File: src/rtl/evt_pkg.sv
package evt_pkg;

    localparam int NTRIG  = 2;
    localparam int CTRL_W = 12;

    localparam logic [2:0] ADDR_CTRL = 3'd0;
    localparam logic [2:0] ADDR_CR0  = 3'd1;
    localparam logic [2:0] ADDR_CR1  = 3'd2;
    localparam logic [2:0] ADDR_CNT  = 3'd3;
    localparam logic [2:0] ADDR_STAT = 3'd4;

    typedef enum logic [1:0] {
        MODE_FREE      = 2'd0,
        MODE_CLR_MATCH = 2'd1,
        MODE_CLR_EDGE  = 2'd2,
        MODE_RSVD      = 2'd3
    } mode_e;

    typedef enum logic [1:0] {
        EDGE_NONE = 2'd0,
        EDGE_RISE = 2'd1,
        EDGE_FALL = 2'd2,
        EDGE_BOTH = 2'd3
    } esel_e;

    // bit 11 .. bit 0
    typedef struct packed {
        logic       cap1;   // CR1 captures on trigger 0
        logic       cap0;   // CR0 captures on trigger 1
        esel_e      esel1;
        esel_e      esel0;
        logic       ext;    // count on trigger 0 edges
        logic [1:0] div;
        mode_e      mode;
        logic       run;
    } ctrl_t;

endpackage

File: src/rtl/evt_prescaler.sv
module evt_prescaler #(
    parameter int SEL_W = 2
) (
    input  logic             clk,
    input  logic             rst_n,
    input  logic             run,
    input  logic [SEL_W-1:0] div_sel,
    output logic             strobe
);
    localparam int PW = (1 << SEL_W) - 1;

    typedef struct packed {
        logic [PW-1:0] cnt;
        logic          strobe;
    } pre_t;

    pre_t st_d, st_q;
    logic [PW-1:0] mask;

    always_comb begin
        st_d = st_q;
        mask = ~({PW{1'b1}} << div_sel);
        if (!run) begin
            st_d.cnt    = '0;
            st_d.strobe = 1'b0;
        end else begin
            st_d.strobe = ((st_q.cnt & mask) == mask);
            st_d.cnt    = st_q.cnt + 1'b1;
        end
    end

    always_ff @(posedge clk or negedge rst_n) begin
        if (!rst_n) st_q <= '0;
        else        st_q <= st_d;
    end

    assign strobe = st_q.strobe;
endmodule

File: src/rtl/evt_trig_filter.sv
module evt_trig_filter
    import evt_pkg::*;
#(
    parameter int SYNC_N = 2
) (
    input  logic  clk,
    input  logic  rst_n,
    input  logic  run,
    input  logic  strobe,
    input  logic  pin,
    input  esel_e esel,
    output logic  valid_edge
);
    typedef struct packed {
        logic [SYNC_N-1:0] sync;
        logic              prev;
        logic              level;
        logic              edge_hit;
    } flt_t;

    flt_t st_d, st_q;
    logic smp;

    always_comb begin
        st_d          = st_q;
        st_d.sync     = {st_q.sync[SYNC_N-2:0], pin};
        st_d.edge_hit = 1'b0;
        smp           = st_q.sync[SYNC_N-1];
        if (!run) begin
            // track the pin so a start produces no false edge
            st_d.level = smp;
            st_d.prev  = smp;
        end else if (strobe) begin
            st_d.prev = smp;
            if ((smp != st_q.level) && (st_q.prev == smp)) begin
                st_d.level = smp;
                unique case (esel)
                    EDGE_RISE: st_d.edge_hit = smp;
                    EDGE_FALL: st_d.edge_hit = !smp;
                    EDGE_BOTH: st_d.edge_hit = 1'b1;
                    default:   st_d.edge_hit = 1'b0;
                endcase
            end
        end
    end

    always_ff @(posedge clk or negedge rst_n) begin
        if (!rst_n) st_q <= '0;
        else        st_q <= st_d;
    end

    assign valid_edge = st_q.edge_hit;
endmodule

File: src/rtl/evt_core.sv
module evt_core
    import evt_pkg::*;
#(
    parameter int W = 16
) (
    input  logic         clk,
    input  logic         rst_n,
    input  logic         run,
    input  mode_e        mode,
    input  logic         ext,
    input  esel_e        esel0,
    input  logic         cap0,
    input  logic         cap1,
    input  logic         tick,
    input  logic         edge0,
    input  logic         edge1,
    input  logic         wr_cr0,
    input  logic         wr_cr1,
    input  logic [W-1:0] wdata,
    input  logic         clr_ovf,
    input  logic         os_start,
    output logic [W-1:0] cnt,
    output logic [W-1:0] cr0,
    output logic [W-1:0] cr1,
    output logic         ovf,
    output logic         irq0,
    output logic         irq1,
    output logic         tmr_out
);
    typedef struct packed {
        logic [W-1:0] cnt;
        logic [W-1:0] cr0;
        logic [W-1:0] cr1;
        logic         ovf;
        logic         pend_c0;
        logic         pend_c1;
        logic         pend_clr;
        logic         armed;
        logic         out;
        logic         irq0;
        logic         irq1;
    } core_t;

    core_t st_d, st_q;
    logic  eq0, eq1, match0, match1, cap0_ok, cap1_ok;

    always_comb begin
        st_d      = st_q;
        st_d.irq0 = 1'b0;
        st_d.irq1 = 1'b0;
        eq0       = (st_q.cnt == st_q.cr0);
        eq1       = (st_q.cnt == st_q.cr1);
        match0    = eq0 && !cap0;
        match1    = eq1 && !cap1;
        cap0_ok   = run && cap0 && edge1;
        cap1_ok   = run && cap1 && edge0 && !ext && (esel0 != EDGE_BOTH);

        if (wr_cr0)  st_d.cr0 = wdata;
        if (wr_cr1)  st_d.cr1 = wdata;
        if (clr_ovf) st_d.ovf = 1'b0;

        if (!run) begin
            st_d.cnt      = '0;
            st_d.pend_c0  = 1'b0;
            st_d.pend_c1  = 1'b0;
            st_d.pend_clr = 1'b0;
            st_d.armed    = 1'b0;
            st_d.out      = 1'b0;
        end else begin
            if (tick) begin
                if (st_q.pend_c0 || match0) st_d.irq0 = 1'b1;
                if (st_q.pend_c1 || match1) st_d.irq1 = 1'b1;
                st_d.pend_c0 = 1'b0;
                st_d.pend_c1 = 1'b0;
                if (st_q.pend_clr || ((mode == MODE_CLR_MATCH) && match0)) begin
                    st_d.cnt      = '0;
                    st_d.pend_clr = 1'b0;
                end else if (st_q.cnt == {W{1'b1}}) begin
                    st_d.cnt = '0;
                    st_d.ovf = 1'b1;
                end else begin
                    st_d.cnt = st_q.cnt + 1'b1;
                end
                if (st_q.armed) begin
                    if (!st_q.out && eq1) begin
                        st_d.out = 1'b1;
                    end else if (st_q.out && eq0) begin
                        st_d.out   = 1'b0;
                        st_d.armed = 1'b0;
                    end
                end
            end
            // events of this cycle take effect after the tick handling
            if (cap0_ok) begin
                st_d.cr0     = st_q.cnt;
                st_d.pend_c0 = 1'b1;
            end
            if (cap1_ok) begin
                st_d.cr1     = st_q.cnt;
                st_d.pend_c1 = 1'b1;
            end
            if ((mode == MODE_CLR_EDGE) && edge0) st_d.pend_clr = 1'b1;
            if (os_start && !st_q.armed) st_d.armed = 1'b1;
            if (mode == MODE_CLR_MATCH) begin
                st_d.armed = 1'b0;
                st_d.out   = 1'b0;
            end
        end
    end

    always_ff @(posedge clk or negedge rst_n) begin
        if (!rst_n) st_q <= '0;
        else        st_q <= st_d;
    end

    assign cnt     = st_q.cnt;
    assign cr0     = st_q.cr0;
    assign cr1     = st_q.cr1;
    assign ovf     = st_q.ovf;
    assign irq0    = st_q.irq0;
    assign irq1    = st_q.irq1;
    assign tmr_out = st_q.out;
endmodule

File: src/rtl/evtimer.sv
module evtimer
    import evt_pkg::*;
#(
    parameter int DATA_W = 16,
    parameter int SYNC_N = 2
) (
    input  logic              clk,
    input  logic              rst_n,
    input  logic              wr_en,
    input  logic [2:0]        addr,
    input  logic [DATA_W-1:0] wdata,
    output logic [DATA_W-1:0] rdata,
    input  logic              trig0,
    input  logic              trig1,
    output logic              irq0,
    output logic              irq1,
    output logic              ovf_flag,
    output logic              tmr_out
);
    typedef struct packed {
        ctrl_t ctrl;
    } top_t;

    top_t              st_d, st_q;
    ctrl_t             ctrl;
    logic              strobe, tick, clr_ovf, os_start;
    logic [NTRIG-1:0]  pins, edges;
    esel_e             esels [NTRIG];
    logic [DATA_W-1:0] cnt, cr0, cr1;

    always_comb begin
        st_d = st_q;
        if (wr_en && (addr == ADDR_CTRL)) st_d.ctrl = ctrl_t'(wdata[CTRL_W-1:0]);
    end

    always_ff @(posedge clk or negedge rst_n) begin
        if (!rst_n) st_q <= '0;
        else        st_q <= st_d;
    end

    assign ctrl     = st_q.ctrl;
    assign clr_ovf  = wr_en && (addr == ADDR_STAT) && wdata[0];
    assign os_start = wr_en && (addr == ADDR_STAT) && wdata[1];
    assign pins     = {trig1, trig0};
    assign esels[0] = ctrl.esel0;
    assign esels[1] = ctrl.esel1;

    evt_prescaler #(.SEL_W(2)) u_pre (
        .clk     (clk),
        .rst_n   (rst_n),
        .run     (ctrl.run),
        .div_sel (ctrl.div),
        .strobe  (strobe)
    );

    for (genvar g = 0; g < NTRIG; g++) begin : g_trig
        evt_trig_filter #(.SYNC_N(SYNC_N)) u_flt (
            .clk        (clk),
            .rst_n      (rst_n),
            .run        (ctrl.run),
            .strobe     (strobe),
            .pin        (pins[g]),
            .esel       (esels[g]),
            .valid_edge (edges[g])
        );
    end

    assign tick = ctrl.ext ? edges[0] : strobe;

    evt_core #(.W(DATA_W)) u_core (
        .clk      (clk),
        .rst_n    (rst_n),
        .run      (ctrl.run),
        .mode     (ctrl.mode),
        .ext      (ctrl.ext),
        .esel0    (ctrl.esel0),
        .cap0     (ctrl.cap0),
        .cap1     (ctrl.cap1),
        .tick     (tick),
        .edge0    (edges[0]),
        .edge1    (edges[1]),
        .wr_cr0   (wr_en && (addr == ADDR_CR0)),
        .wr_cr1   (wr_en && (addr == ADDR_CR1)),
        .wdata    (wdata),
        .clr_ovf  (clr_ovf),
        .os_start (os_start),
        .cnt      (cnt),
        .cr0      (cr0),
        .cr1      (cr1),
        .ovf      (ovf_flag),
        .irq0     (irq0),
        .irq1     (irq1),
        .tmr_out  (tmr_out)
    );

    always_comb begin
        unique case (addr)
            ADDR_CTRL: rdata = {{(DATA_W-CTRL_W){1'b0}}, ctrl};
            ADDR_CR0:  rdata = cr0;
            ADDR_CR1:  rdata = cr1;
            ADDR_CNT:  rdata = cnt;
            ADDR_STAT: rdata = {{(DATA_W-1){1'b0}}, ovf_flag};
            default:   rdata = '0;
        endcase
    end
endmodule

File: config.mk
export PLATFORM = sky130hd
export DESIGN_NAME = evtimer
export DESIGN_NICKNAME = d
export VERILOG_FILES = /design/src/rtl/evt_pkg.sv /design/src/rtl/evt_prescaler.sv /design/src/rtl/evt_trig_filter.sv /design/src/rtl/evt_core.sv /design/src/rtl/evtimer.sv
export SDC_FILE = /design/constraint.sdc
export NUM_CORES = 1
export LEC_CHECK = 0
export ABC_AREA = 1
export ABC_CLOCK_PERIOD_IN_PS = 4900
export BUFFER_PORTS_ARGS = -buffer_cell sky130_fd_sc_hd__buf_2
export CORE_AREA = 4 4 104 106
export CTS_CLUSTER_SIZE = 40
export DETAILED_ROUTE_END_ITERATION = 8
export DIE_AREA = 0 0 108 110
export PLACE_DENSITY = 0.79
export SYNTH_ARGS = -nofsm -noshare
export SYNTH_HDL_FRONTEND = slang
export SYNTH_SLANG_ARGS = --single-unit
export TNS_END_PERCENT = 20
File: constraint.sdc
create_clock -name clk -period 4.9 [get_ports clk]
set_input_delay 0.735 -clock clk [delete_from_list [all_inputs] [get_ports clk]]
set_output_delay 0.735 -clock clk [all_outputs]
set_load 0.05 [all_outputs]
==> flow_summary.ini <==
[die]
rows = 36
dieHeight_um = 110
coreArea_mm2 = 0.009774
die_w_um = 108
die_area_mm2 = 0.01188
ioPinCount = 44
start_util = 0.4954

[global_route]
grt_max_degree = 83
grt_pass1_wl_mm = 22.80
grt_pass1_vias = 4578
grt_use_met3 = 0.04950
track_usage = 0.2474
grtUsageMet2 = 0.4010
busiest_layer = met2
antenna_found_initial = 0
grt_overflow = 0
gr-usage-met1 = 0.3173

[setup_path]
cp_max_fo = 17
crit_type = input pin to primary output
r2r-start = ctrl[0]
crit_end = rdata[10]
crit_required_ns = 4.16
cp-end-kind = primary output
critical_path_arrival_ns = 2.58
rr_worst_depth = 5
rrSetupSlack_ns = 2.05
r2r_end = u_core.cnt[13]
critPathLaunch = addr[0]
crit_path_start_kind = input pin

[flow_run]
max_cap_viol_count = 0

[clocking]
clkSinkCount = 82
htree_levels = 3
post_cts_resized = 0
clk_pin_slew_ns = 0.09
cts_buffers = 9
postCtsHoldBufs = 0
cts_tree = yes
root_buffer = clkbuf_8
max-clock-path-buffers = 2
post_cts_buffers = 0
insertion_delay_ns = 0.37

[logic_synthesis]
synthXorXnorAreaFrac = 0.04703
ys_warn_count = 0
synthCells = 637
ys_types = 38
syn-num-nets = 663
synth_top_cell_area_share = 0.4238
synth_seq_area_share = 0.4238
synth_ff_type = dfrtp_1
synth_enable_flop_cells = 0
netlist_top_cells_area = dfrtp_1 (42%), nand2_1 (11%), inv_1 (5.7%)
async_reset_ff_frac = 1.000
post-synth-top-area-cell = dfrtp_1
yosys.area_share.adder = 0.005168
syn_area_per_cell_um2 = 7.601
synthTopCellsByCount = nand2_1 (142), dfrtp_1 (82), inv_1 (73), nor2_1 (65), o21ai_0 (47)
synth_compound_area_frac = 0.1755
ys_seq_elements = 82
synth.most_common_cell = nand2_1
synth-simple-area-share = 0.2432
synth_top_family_by_area = simple AND/OR/NAND/NOR gates
syn_area_mm2 = 0.004842
synth_mux_area_frac = 0.009302

[power]
power_mw = 1.818
p_seq_frac = 0.457
clkPwrFrac = 0.313
sw_frac_of_total = 0.3362
comb_power_share = 0.230
power_density_mw_per_mm2 = 342.6
internal_power_mw = 1.207
leakagePower_nw = 2.511
p_sw_mw = 0.6112
peakVddDrop_mv = 0.2456

[hold_path]
min_from = g_trig[0].u_flt.st_d[4]
hold_path_class = register to register

[route]
drt_wl_total_mm = 13.88
drt_iter0_drc = 407
wl_per_cell_um = 17.41
first_pass_iters = 5
ant_nets = 0
viasPerCell = 5.880
vias = 4686
drc = 0

[timing]
tightest_slew_ns = 1.267
rsz0062_at_grt = false
skew_ns = 0.01364
setup_viol = 0
maxSlewViolCount = 0
max_slew_margin = 0.1531
timing.final.crit_share = 0.6764
min_period_ns = 3.314
finalSetupTns_ns = 0
maxClockFrequency_mhz = 301.7
finalHoldViolCount = 0

[final_layout]
area.growth.synth_to_final_pct = 9.587
diodes = 0
nFillCells = 907
final_nets = 685
drive_gt1_frac = 0.1205
fin_util = 0.5429

[placement]
dp_hpwl_mm = 9.831
gp_congestion = 0.9089
io_buffer_count = 43

[run_status]
outcome = finished, final reports clean
-- worst max-delay path: stages --
cell	delay, ns
buf_2	0.14
nor3_4	0.63
inv_1	0.35
o22ai_1	0.19
a21oi_1	0.06
o21ai_0	0.15
buf_2	0.33
-- area by class of cell --
cell class / instances / area, um2 / share of cell area
multi-input combinational: 439 / 2325 / 0.4381
timing repair buffer: 44 / 225.2 / 0.04244
tap: 133 / 166.4 / 0.03136
sequential: 82 / 2052 / 0.3867
inverter: 83 / 311.5 / 0.05871
clock inverter: 5 / 85.08 / 0.01603
clock buffer: 11 / 141.4 / 0.02664
-- cells in the final DEF, fill, tap and decap left out, types with 2 or more instances in the layout --
master and instances:
nor3_2 3, buf_4 2, bufinv_16 2, nor2_1 65, o21bai_1 12, o22ai_1 14
nand2_1 142, inv_1 73, inv_6 2, clkbuf_8 10, o211ai_1 26, o21ai_0 47
o21ai_1 2, nand3_1 27, a21oi_1 19, a221o_1 4, xor2_1 13, a31oi_1 7
o221ai_1 4, nor3_1 5, xnor2_1 13, nand4_1 20, dfrtp_1 82, mux2_2 4
inv_2 9, buf_2 42, ha_1 2
-- worst min-delay path by stage --
stage	cells after the start	slack, ns	end
floorplan	0	0.33	g_trig[0].u_flt.smp
global placement	0	0.34	g_trig[1].u_flt.smp
detailed placement	0	0.34	g_trig[0].u_flt.smp
CTS	0	0.36	g_trig[0].u_flt.smp
global route	0	0.36	g_trig[0].u_flt.smp
finish	0	0.36	g_trig[0].u_flt.smp
-- per-stage QoR --
step,worst slack [ns],hold WS [ns],instances,cell area [um2]
floorplan,1.880,0.3312,637,4842
finish,1.586,0.3582,797,5306
CTS,1.627,0.3597,797,5306
detailed placement,1.628,0.3397,781,5080
global placement,1.696,0.3396,781,5080
global route,1.434,0.3644,797,5306
-- power groups by stage --
stage                     combinational (mW)  clock [mW]  sequential, mW
final                                  0.418       0.570           0.830
after global routing                   0.464       0.605           0.840
after CTS                              0.414       0.573           0.827
after detailed placement               0.413           0           0.840
after global placement                 0.398           0           0.836
after floorplan                        0.300           0           0.830
-- registers in the layout (all words and copies together) (netlist names) --
signal / cells
u_core.cnt: 16
u_core.cr0: 16
u_core.cr1: 16
ctrl: 12
g_trig.u_flt.st_q: 4
u_core.st_q: 4
u_pre.st_q: 3
g_trig.u_flt.smp: 2
g_trig.u_flt.st_d: 2
g_trig.u_flt.valid_edge: 2
u_core.irq0: 1
u_core.irq1: 1
u_core.ovf: 1
u_core.tmr_out: 1
u_pre.strobe: 1
-- per-layer routing --
metal / vias up / share of wire
met3: 35 / 0.073
li1: 2150 / -
met4: 0 / 0.033
met2: 238 / 0.48
met1: 2263 / 0.42
met5: - / 0
-- logic make-up (layout without fill, tap and decap cells) --
kind of cell,Yosys count,count (layout)
DFF,82,82
xor gates and xnor gates,26,26
adders and majority gates,2,2
muxes,4,4
buffers and inverters,116,143
and+or+nand+nor,270,270
AOI/OAI and AO/OA,137,137
No activity file was read; power rests on OpenSTA's default activity.
